### src/rtl/interp_pkg.sv
`timescale 1ns/1ps
// Shared constants for the interpolation cascade: per-stage word growth
// and the fractional bits each stage adds to the full-width result.
package interp_pkg;
    localparam int DROOP_GROWTH = 4;   // |10| + |1| + |1| = 12 -> 4 bits
    localparam int DROOP_FRAC   = 3;   // coefficient scale of 8
    localparam int HB_GROWTH    = 5;   // 9 + 9 + 1 + 1 = 20 -> 5 bits
    localparam int HB_FRAC      = 4;   // coefficient scale of 16
endpackage

### src/rtl/droop_eq.sv
`timescale 1ns/1ps
// Three-tap symmetric equalizer at the input rate.
// Computes 10*x[n-1] - x[n] - x[n-2] (gain 8) per lane with shifts and adds.
// Assumes OW >= IW + 4; history is cleared by reset; one-sample output register.
module droop_eq #(
    parameter int CH = 2,
    parameter int IW = 18,
    parameter int OW = IW + interp_pkg::DROOP_GROWTH
) (
    input  logic             clk,
    input  logic             rst_n,
    input  logic             in_valid,
    output logic             in_ready,
    input  logic [CH*IW-1:0] in_data,
    output logic             out_valid,
    input  logic             out_ready,
    output logic [CH*OW-1:0] out_data
);
    logic vld;
    logic in_fire;

    assign in_ready  = !vld || out_ready;
    assign in_fire   = in_valid && in_ready;
    assign out_valid = vld;

    // Output occupancy: set on accept, cleared when taken with nothing new.
    always_ff @(posedge clk) begin
        if (!rst_n)       vld <= 1'b0;
        else if (in_fire) vld <= 1'b1;
        else if (out_ready) vld <= 1'b0;
    end

    for (genvar c = 0; c < CH; c++) begin : g_lane
        logic signed [OW-1:0] x_e, h1, h2, y, acc;
        assign x_e = {{(OW-IW){in_data[c*IW+IW-1]}}, in_data[c*IW +: IW]};
        assign acc = (h1 <<< 3) + (h1 <<< 1) - x_e - h2;

        // Shift the two-sample history and register the filtered value.
        always_ff @(posedge clk) begin
            if (!rst_n) begin
                h1 <= '0;
                h2 <= '0;
                y  <= '0;
            end else if (in_fire) begin
                h2 <= h1;
                h1 <= x_e;
                y  <= acc;
            end
        end
        assign out_data[c*OW +: OW] = y;
    end

    // a presented but untaken result holds.
    p_hold_r9: assert property (@(posedge clk) disable iff (!rst_n)
        out_valid && !out_ready |=> out_valid && $stable(out_data));
endmodule

### src/rtl/halfband_x2.sv
`timescale 1ns/1ps
// Half-band 2x interpolator, taps (-1, 0, 9, 16, 9, 0, -1)/16 in polyphase form.
// Per accepted sample emits 16*u[k-2], then 9*(u[k-1]+u[k-2]) - (u[k]+u[k-3]).
// Assumes OW >= IW + 5; window cleared by reset.
module halfband_x2 #(
    parameter int CH = 2,
    parameter int IW = 22,
    parameter int OW = IW + interp_pkg::HB_GROWTH
) (
    input  logic             clk,
    input  logic             rst_n,
    input  logic             in_valid,
    output logic             in_ready,
    input  logic [CH*IW-1:0] in_data,
    output logic             out_valid,
    input  logic             out_ready,
    output logic [CH*OW-1:0] out_data
);
    logic full;
    logic ph;
    logic in_fire, out_fire;

    assign out_valid = full;
    assign out_fire  = full && out_ready;
    assign in_ready  = !full || (ph && out_ready);
    assign in_fire   = in_valid && in_ready;

    // Phase control: two outputs per held sample, then free the slot.
    always_ff @(posedge clk) begin
        if (!rst_n) begin
            full <= 1'b0;
            ph   <= 1'b0;
        end else if (in_fire) begin
            full <= 1'b1;
            ph   <= 1'b0;
        end else if (out_fire) begin
            if (ph) full <= 1'b0;
            else    ph   <= 1'b1;
        end
    end

    for (genvar c = 0; c < CH; c++) begin : g_lane
        logic signed [OW-1:0] x_e, d0, d1, d2, d3, s12, odd_v, ctr_v;
        assign x_e   = {{(OW-IW){in_data[c*IW+IW-1]}}, in_data[c*IW +: IW]};
        assign s12   = d1 + d2;
        assign odd_v = (s12 <<< 3) + s12 - d0 - d3;
        assign ctr_v = d2 <<< 4;

        // Four-sample window shifts on every accepted input.
        always_ff @(posedge clk) begin
            if (!rst_n) begin
                d0 <= '0; d1 <= '0; d2 <= '0; d3 <= '0;
            end else if (in_fire) begin
                d3 <= d2; d2 <= d1; d1 <= d0; d0 <= x_e;
            end
        end
        assign out_data[c*OW +: OW] = ph ? odd_v : ctr_v;
    end

    // a first-phase output is always followed by its second phase.
    p_pair_r4: assert property (@(posedge clk) disable iff (!rst_n)
        out_fire && !ph |=> out_valid && ph);
endmodule

### src/rtl/comb2_interp.sv
`timescale 1ns/1ps
// Second-order comb interpolator by R: two combs at the input rate, a
// zero-stuffed impulse per input, two integrators at the output rate.
// Gain is R. Assumes R is a power of two >= 2 and OW >= IW + log2(R) + 2.
module comb2_interp #(
    parameter int CH = 2,
    parameter int IW = 32,
    parameter int R  = 32,
    parameter int OW = IW + $clog2(R) + 2
) (
    input  logic             clk,
    input  logic             rst_n,
    input  logic             in_valid,
    output logic             in_ready,
    input  logic [CH*IW-1:0] in_data,
    output logic             out_valid,
    input  logic             out_ready,
    output logic [CH*OW-1:0] out_data
);
    localparam int RL = $clog2(R);
    localparam logic [RL-1:0] LAST = RL'(R - 1);

    logic          full;
    logic [RL-1:0] j;
    logic          in_fire, out_fire;

    assign out_valid = full;
    assign out_fire  = full && out_ready;
    assign in_ready  = !full || (out_ready && j == LAST);
    assign in_fire   = in_valid && in_ready;

    // Phase counter: R outputs per held sample.
    always_ff @(posedge clk) begin
        if (!rst_n) begin
            full <= 1'b0;
            j    <= '0;
        end else if (in_fire) begin
            full <= 1'b1;
            j    <= '0;
        end else if (out_fire) begin
            if (j == LAST) full <= 1'b0;
            else           j    <= j + RL'(1);
        end
    end

    for (genvar c = 0; c < CH; c++) begin : g_lane
        logic signed [OW-1:0] x_e, x0, x1, x2, c2, inj, i1, i2, i1n, y;
        assign x_e = {{(OW-IW){in_data[c*IW+IW-1]}}, in_data[c*IW +: IW]};
        assign c2  = x0 - (x1 <<< 1) + x2;
        assign inj = (j == '0) ? c2 : '0;
        assign i1n = i1 + inj;
        assign y   = i2 + i1n;

        // Comb delay line at the input rate.
        always_ff @(posedge clk) begin
            if (!rst_n) begin
                x0 <= '0; x1 <= '0; x2 <= '0;
            end else if (in_fire) begin
                x2 <= x1; x1 <= x0; x0 <= x_e;
            end
        end

        // Integrators commit on each output transfer.
        always_ff @(posedge clk) begin
            if (!rst_n) begin
                i1 <= '0; i2 <= '0;
            end else if (out_fire) begin
                i1 <= i1n;
                i2 <= y;
            end
        end
        assign out_data[c*OW +: OW] = y;
    end

    // mid-sample outputs step the phase by exactly one.
    p_phase_step_r2: assert property (@(posedge clk) disable iff (!rst_n)
        out_fire && j != LAST && !in_fire |=> full && j == $past(j) + RL'(1));
endmodule

### src/rtl/interp_chain.sv
`timescale 1ns/1ps
// Stereo interpolation cascade: equalizer, two half-band x2 stages, and a
// second-order comb xR, then one round-half-up and saturate step per lane.
// Lane 0 is left, lane 1 right. Assumes R is a power of two >= 2.
module interp_chain #(
    parameter int IN_W  = 18,
    parameter int OUT_W = 18,
    parameter int R     = 32
) (
    input  logic             clk,
    input  logic             rst_n,
    input  logic             in_valid,
    output logic             in_ready,
    input  logic [IN_W-1:0]  in_left,
    input  logic [IN_W-1:0]  in_right,
    output logic             out_valid,
    input  logic             out_ready,
    output logic [OUT_W-1:0] out_left,
    output logic [OUT_W-1:0] out_right
);
    import interp_pkg::*;

    localparam int CH   = 2;
    localparam int RL   = $clog2(R);
    localparam int W1   = IN_W + DROOP_GROWTH;
    localparam int W2   = W1 + HB_GROWTH;
    localparam int W3   = W2 + HB_GROWTH;
    localparam int W4   = W3 + RL + 2;
    localparam int FRAC = DROOP_FRAC + 2 * HB_FRAC + RL;
    localparam logic signed [W4:0] RND_HALF = {{W4{1'b0}}, 1'b1} <<< (FRAC - 1);
    localparam logic signed [W4:0] Q_MAX = {{(W4+2-OUT_W){1'b0}}, {(OUT_W-1){1'b1}}};
    localparam logic signed [W4:0] Q_MIN = {{(W4+2-OUT_W){1'b1}}, {(OUT_W-1){1'b0}}};

    logic              v1, r1, v2, r2, v3, r3;
    logic [CH*W1-1:0]  s1;
    logic [CH*W2-1:0]  s2;
    logic [CH*W3-1:0]  s3;
    logic [CH*W4-1:0]  s4;
    logic [OUT_W-1:0]  res [CH];

    droop_eq #(.CH(CH), .IW(IN_W), .OW(W1)) u_eq (
        .clk(clk), .rst_n(rst_n),
        .in_valid(in_valid), .in_ready(in_ready), .in_data({in_right, in_left}),
        .out_valid(v1), .out_ready(r1), .out_data(s1));

    halfband_x2 #(.CH(CH), .IW(W1), .OW(W2)) u_hb1 (
        .clk(clk), .rst_n(rst_n),
        .in_valid(v1), .in_ready(r1), .in_data(s1),
        .out_valid(v2), .out_ready(r2), .out_data(s2));

    halfband_x2 #(.CH(CH), .IW(W2), .OW(W3)) u_hb2 (
        .clk(clk), .rst_n(rst_n),
        .in_valid(v2), .in_ready(r2), .in_data(s2),
        .out_valid(v3), .out_ready(r3), .out_data(s3));

    comb2_interp #(.CH(CH), .IW(W3), .R(R), .OW(W4)) u_comb (
        .clk(clk), .rst_n(rst_n),
        .in_valid(v3), .in_ready(r3), .in_data(s3),
        .out_valid(out_valid), .out_ready(out_ready), .out_data(s4));

    // Round half up, drop the fraction, clamp to the output range.
    for (genvar c = 0; c < CH; c++) begin : g_out
        logic signed [W4-1:0] v;
        logic signed [W4:0]   rnd, q;
        assign v   = s4[c*W4 +: W4];
        assign rnd = {v[W4-1], v} + RND_HALF;
        assign q   = rnd >>> FRAC;
        assign res[c] = (q > Q_MAX) ? Q_MAX[OUT_W-1:0] :
                        (q < Q_MIN) ? Q_MIN[OUT_W-1:0] : q[OUT_W-1:0];
    end

    assign out_left  = res[0];
    assign out_right = res[1];

    // output words hold under back-pressure.
    p_out_hold_r9: assert property (@(posedge clk) disable iff (!rst_n)
        out_valid && !out_ready |=> out_valid && $stable(out_left) && $stable(out_right));
endmodule

### config.mk
export PLATFORM = sky130hd
export DESIGN_NAME = interp_chain
export DESIGN_NICKNAME = d
export VERILOG_FILES = /design/src/rtl/interp_pkg.sv /design/src/rtl/droop_eq.sv /design/src/rtl/halfband_x2.sv /design/src/rtl/comb2_interp.sv /design/src/rtl/interp_chain.sv
export SDC_FILE = /design/constraint.sdc
export NUM_CORES = 2
export LEC_CHECK = 0
export BUFFER_PORTS_ARGS = -buffer_cell sky130_fd_sc_hd__buf_4
export CORE_MARGIN = 3
export CORE_UTILIZATION = 45
export DETAILED_ROUTE_END_ITERATION = 6
export SETUP_SLACK_MARGIN = 0.5
export SLEW_MARGIN = 5
export SYNTH_ARGS = -nofsm -noshare
export SYNTH_HDL_FRONTEND = slang
export SYNTH_SLANG_ARGS = --single-unit
### constraint.sdc
create_clock -name clk -period 11.46 [get_ports clk]
set_input_delay 1.719 -clock clk [delete_from_list [all_inputs] [get_ports clk]]
set_output_delay 1.719 -clock clk [all_outputs]
set_load 0.005 [all_outputs]
==> reports/metrics.csv <==
stage,metric,value,unit
status,outcome,"finished, final reports clean",
routing,viasPerCell,5.410,
critical_path,path_common_cell,buf_4,
timing,period_share,92.55,%
routing,first_iter_violations,2900,
cts,cts_buffers,104,
placement,gp_congestion,0.9112,
timing,timing.fmax,94.28,MHz
power,vdd_drop_max,0.2175,mV
cells_and_area,final_layout_size_suffix_gt1_share,6.191,%
critical_path,reg2reg_depth,33,
yosys,yosys.cell_count.top_type,nand2_1,
power,sw_frac_of_total,40.68,%
power,pwr-share-clk,25.4,%
critical_path,crit_buf_inv,5,
critical_path,rrSetupSlack,3.56,ns
power,internal_power,8.251,mW
cells_and_area,area.sequential,17360,um^2
timing,slew_headroom,30.69,%
yosys,synth_enable_flop_cells,0,
power,leakagePower,28.95,nW
global_routing,grt_pass1_wl,262.7,mm
placement,place_hpwl,120.1,mm
timing,min_period,10.61,ns
cells_and_area,multi_input_area,43080,um^2
global_routing,track_usage,21.50,%
cts,clkTransAtPathRegs,0.06,ns
placement,portBuffers,77,
cells_and_area,syn_to_final_growth,10.37,%
cells_and_area,final_cell_area,70490,um^2
timing,tightest_slew,1.040,ns
critical_path,cp_slowest_cell,or4b_2,
cts,cts_root_buffer,clkbuf_16,
timing,final_max_slew_viol_count,0,
min_path,worstHoldPathCells,2,
cts,clkLatencyLatePin,0.72,ns
timing,hold_viol,0,
timing,fin_skew,0.02850,ns
cells_and_area,fin_util,50.27,%
yosys,synth.top_cell.area_share,27.17,%
timing,timing.setup.tns,0,ns
yosys,ys_types,98,
critical_path,worstPathArrival,8.89,ns
yosys,synth_top_cell_by_area,dfxtp_1,
global_routing,grt-ovfl-total,0,
critical_path,cp-start-kind,flop,
cells_and_area,fill_cells,13840,
floorplan,coreArea,140200,um^2
routing,drc,0,
yosys,syn_inst,8084,
run,timing.max_cap.violations,0,
placement,dpl_worst_slack,0.5627,ns
cts,h-tree-depth,3,
power,p_sw,5.660,mW
floorplan,die_area,146500,um^2
critical_path,path_delay_family,simple AND/OR/NAND/NOR gates,
global_routing,grt_pass1_vias,50974,
critical_path,r2r-start,u_comb.g_lane[1].x2[2],
floorplan,die_w,382.7,um
power,p_seq_share,23.6,%
timing,setup_slack,0.8538,ns
min_path,hold_class,flop to flop,
power,p_comb_share,51.0,%
yosys,syn_avg_cell_area,7.901,um^2
routing,detail-route-antenna-nets,0,
cts,cts.sinks,867,
yosys,syn-num-nets,8983,
power,p_total,13.91,mW
critical_path,critical_path_required,9.74,ns
yosys,synth_common_cells,"nand2_1 (1543), a21oi_1 (1063), dfxtp_1 (867), inv_1 (765), ha_1 (495)",
placement,postPlaceCellArea,65840,um^2
global_routing,grt_max_degree,202,
floorplan,start_util,45.55,%
cts,cts_buffer_depth,3,
yosys,async_flop_share,0,%
routing,dr.pass1.iters,5,
timing,rsz0062_at_grt,no,
timing,finalSetupViolations,0,
routing,wirelength,162.4,mm
floorplan,die_h,382.7,um
floorplan,ios,78,
power,p_per_area,197.3,nW/um^2
critical_path,slowest_delay,0.85,ns
yosys,syn-cell-area,63870,um^2
yosys,yosysWarnings,0,
critical_path,critPathMaxFanout,30,
floorplan,row_count,137,
yosys,ys.flop_type,dfxtp_1,
critical_path,timing.rr.end,u_comb.g_lane[1].i2[38],
routing,vias,53842,
min_path,hp-start,u_eq.g_lane[0].y[16],
yosys,ys_ff_latch,867,
global_routing,antenna_found_initial,0,
cts,tritoncts,built,
cells_and_area,nets,8889,
critical_path,end_kind,primary output,
min_path,min_to,u_hb1.g_lane[0].d0[16],
yosys,yosysSeqAreaShare,27.17,%
critical_path,path_class,flop to primary output,
yosys,synth_area_leaders,"dfxtp_1 (27%), fa_1 (11%), ha_1 (9.7%), nand2_1 (9.1%), a21oi_1 (8.3%)",
routing,routedWlPerCell,16.32,um
cells_and_area,n_antenna_cell,0,
==> through the flow <==
| step | instances | hold slack, ns |
|---|---|---|
| final | 9952 | 0.4429 |
| after global routing | 9952 | 0.4581 |
| after CTS | 9920 | 0.4471 |
| after detailed placement | 9724 | 0.4428 |
| after global placement | 9724 | 0.4358 |
| after floorplan | 8084 | 0.4312 |
==> sequential cells by signal (all words and copies together) (netlist names), 44 cells and up <==
name              cells
u_comb.g_lane.i1     78
u_hb2.g_lane.d3      54
u_hb1.g_lane.d3      44
u_hb1.g_lane.d1      44
u_comb.g_lane.x2     64
u_hb2.g_lane.d0      54
u_hb2.g_lane.d2      54
u_hb2.g_lane.d1      54
u_hb1.g_lane.d0      44
u_eq.g_lane.y        44
u_hb1.g_lane.d2      44
u_comb.g_lane.x0     64
u_comb.g_lane.i2     78
u_comb.g_lane.x1     64
==> worst register-to-register path, delay by kind of cell, from the launching register on <==
kind	cells	cell delay [ns]
compound gates	19	3.42
xor+xnor	1	0.16
fa+ha+maj	4	1.57
buf+inv	2	0.11
flops	1	0.32
mux	1	0.24
simple gates	6	2.02
==> power by group through the flow <==
stage | Sequential (mW) | Clock, mW | Combinational [mW]
after floorplan | 3.30 | 0 | 5.04
after global placement | 3.35 | 0 | 6.52
after detailed placement | 3.35 | 0 | 6.60
after CTS | 3.29 | 3.63 | 6.73
after global routing | 3.31 | 3.75 | 7.84
final | 3.29 | 3.53 | 7.09
==> layout make-up <==
type	instances	share of cell area (%)
multi-input combinational	6106	61.11
sequential	867	24.63
clock buffer	146	4.230
inverter	767	4.095
tap	1876	3.330
timing repair buffer	144	1.645
clock inverter	46	0.9656
==> per-layer routing <==
layer	share of wire, %	track usage [%]
met5	0	0
met1	45	27.80
met3	3.2	2.535
met2	50	38.12
met4	2.3	5.160
==> logic make-up after synthesis <==
kind of cell               after synthesis  share of synthesized area (%)
AOI/OAI and AO/OA                     2078                          19.93
adders and majority gates              859                          21.11
xor gates and xnor gates               420                          5.759
and+or+nand+nor                       2659                          18.04
DFF                                    867                          27.17
buffers and inverters                 1113                          6.606
muxes                                   88                          1.387
==> worst max path at each step <==
stage	from	to	slack, ns	cells past startpoint
final	u_comb.j[0]	out_left[14]	0.85	32
after CTS	u_comb.g_lane[0].x2[7]	out_left[6]	0.50	34
after floorplan	u_comb.g_lane[0].x2[7]	out_left[10]	2.08	34
after detailed placement	u_comb.g_lane[1].x2[2]	out_right[0]	0.56	32
after global placement	u_comb.g_lane[1].x2[2]	out_right[8]	0.94	32
after global routing	u_comb.g_lane[0].x2[7]	out_left[11]	0.41	34
==> what timing repair did <==
action                                 in CTS  in global routing
setup endpoints to repair                  35                 36
setup buffers                               4                 30
hold buffers                                0                  0
gates resized for setup                    15                124
gates cloned                                0                  2
endpoints found under the hold margin       0                  0
pin swaps                                   5                 40
==> placed cells by master, fill, tap and decap left out, drive strengths merged, types with 132 or more instances in the layout <==
master,instances
xnor2,293
o21ai,223
inv,768
nor3,137
fa,364
nand2,1543
a21oi,1064
a211oi,132
nor2,457
a21o,163
buf,144
ha,495
dfxtp,867
clkbuf,146
(Power assumes the default switching activity.)
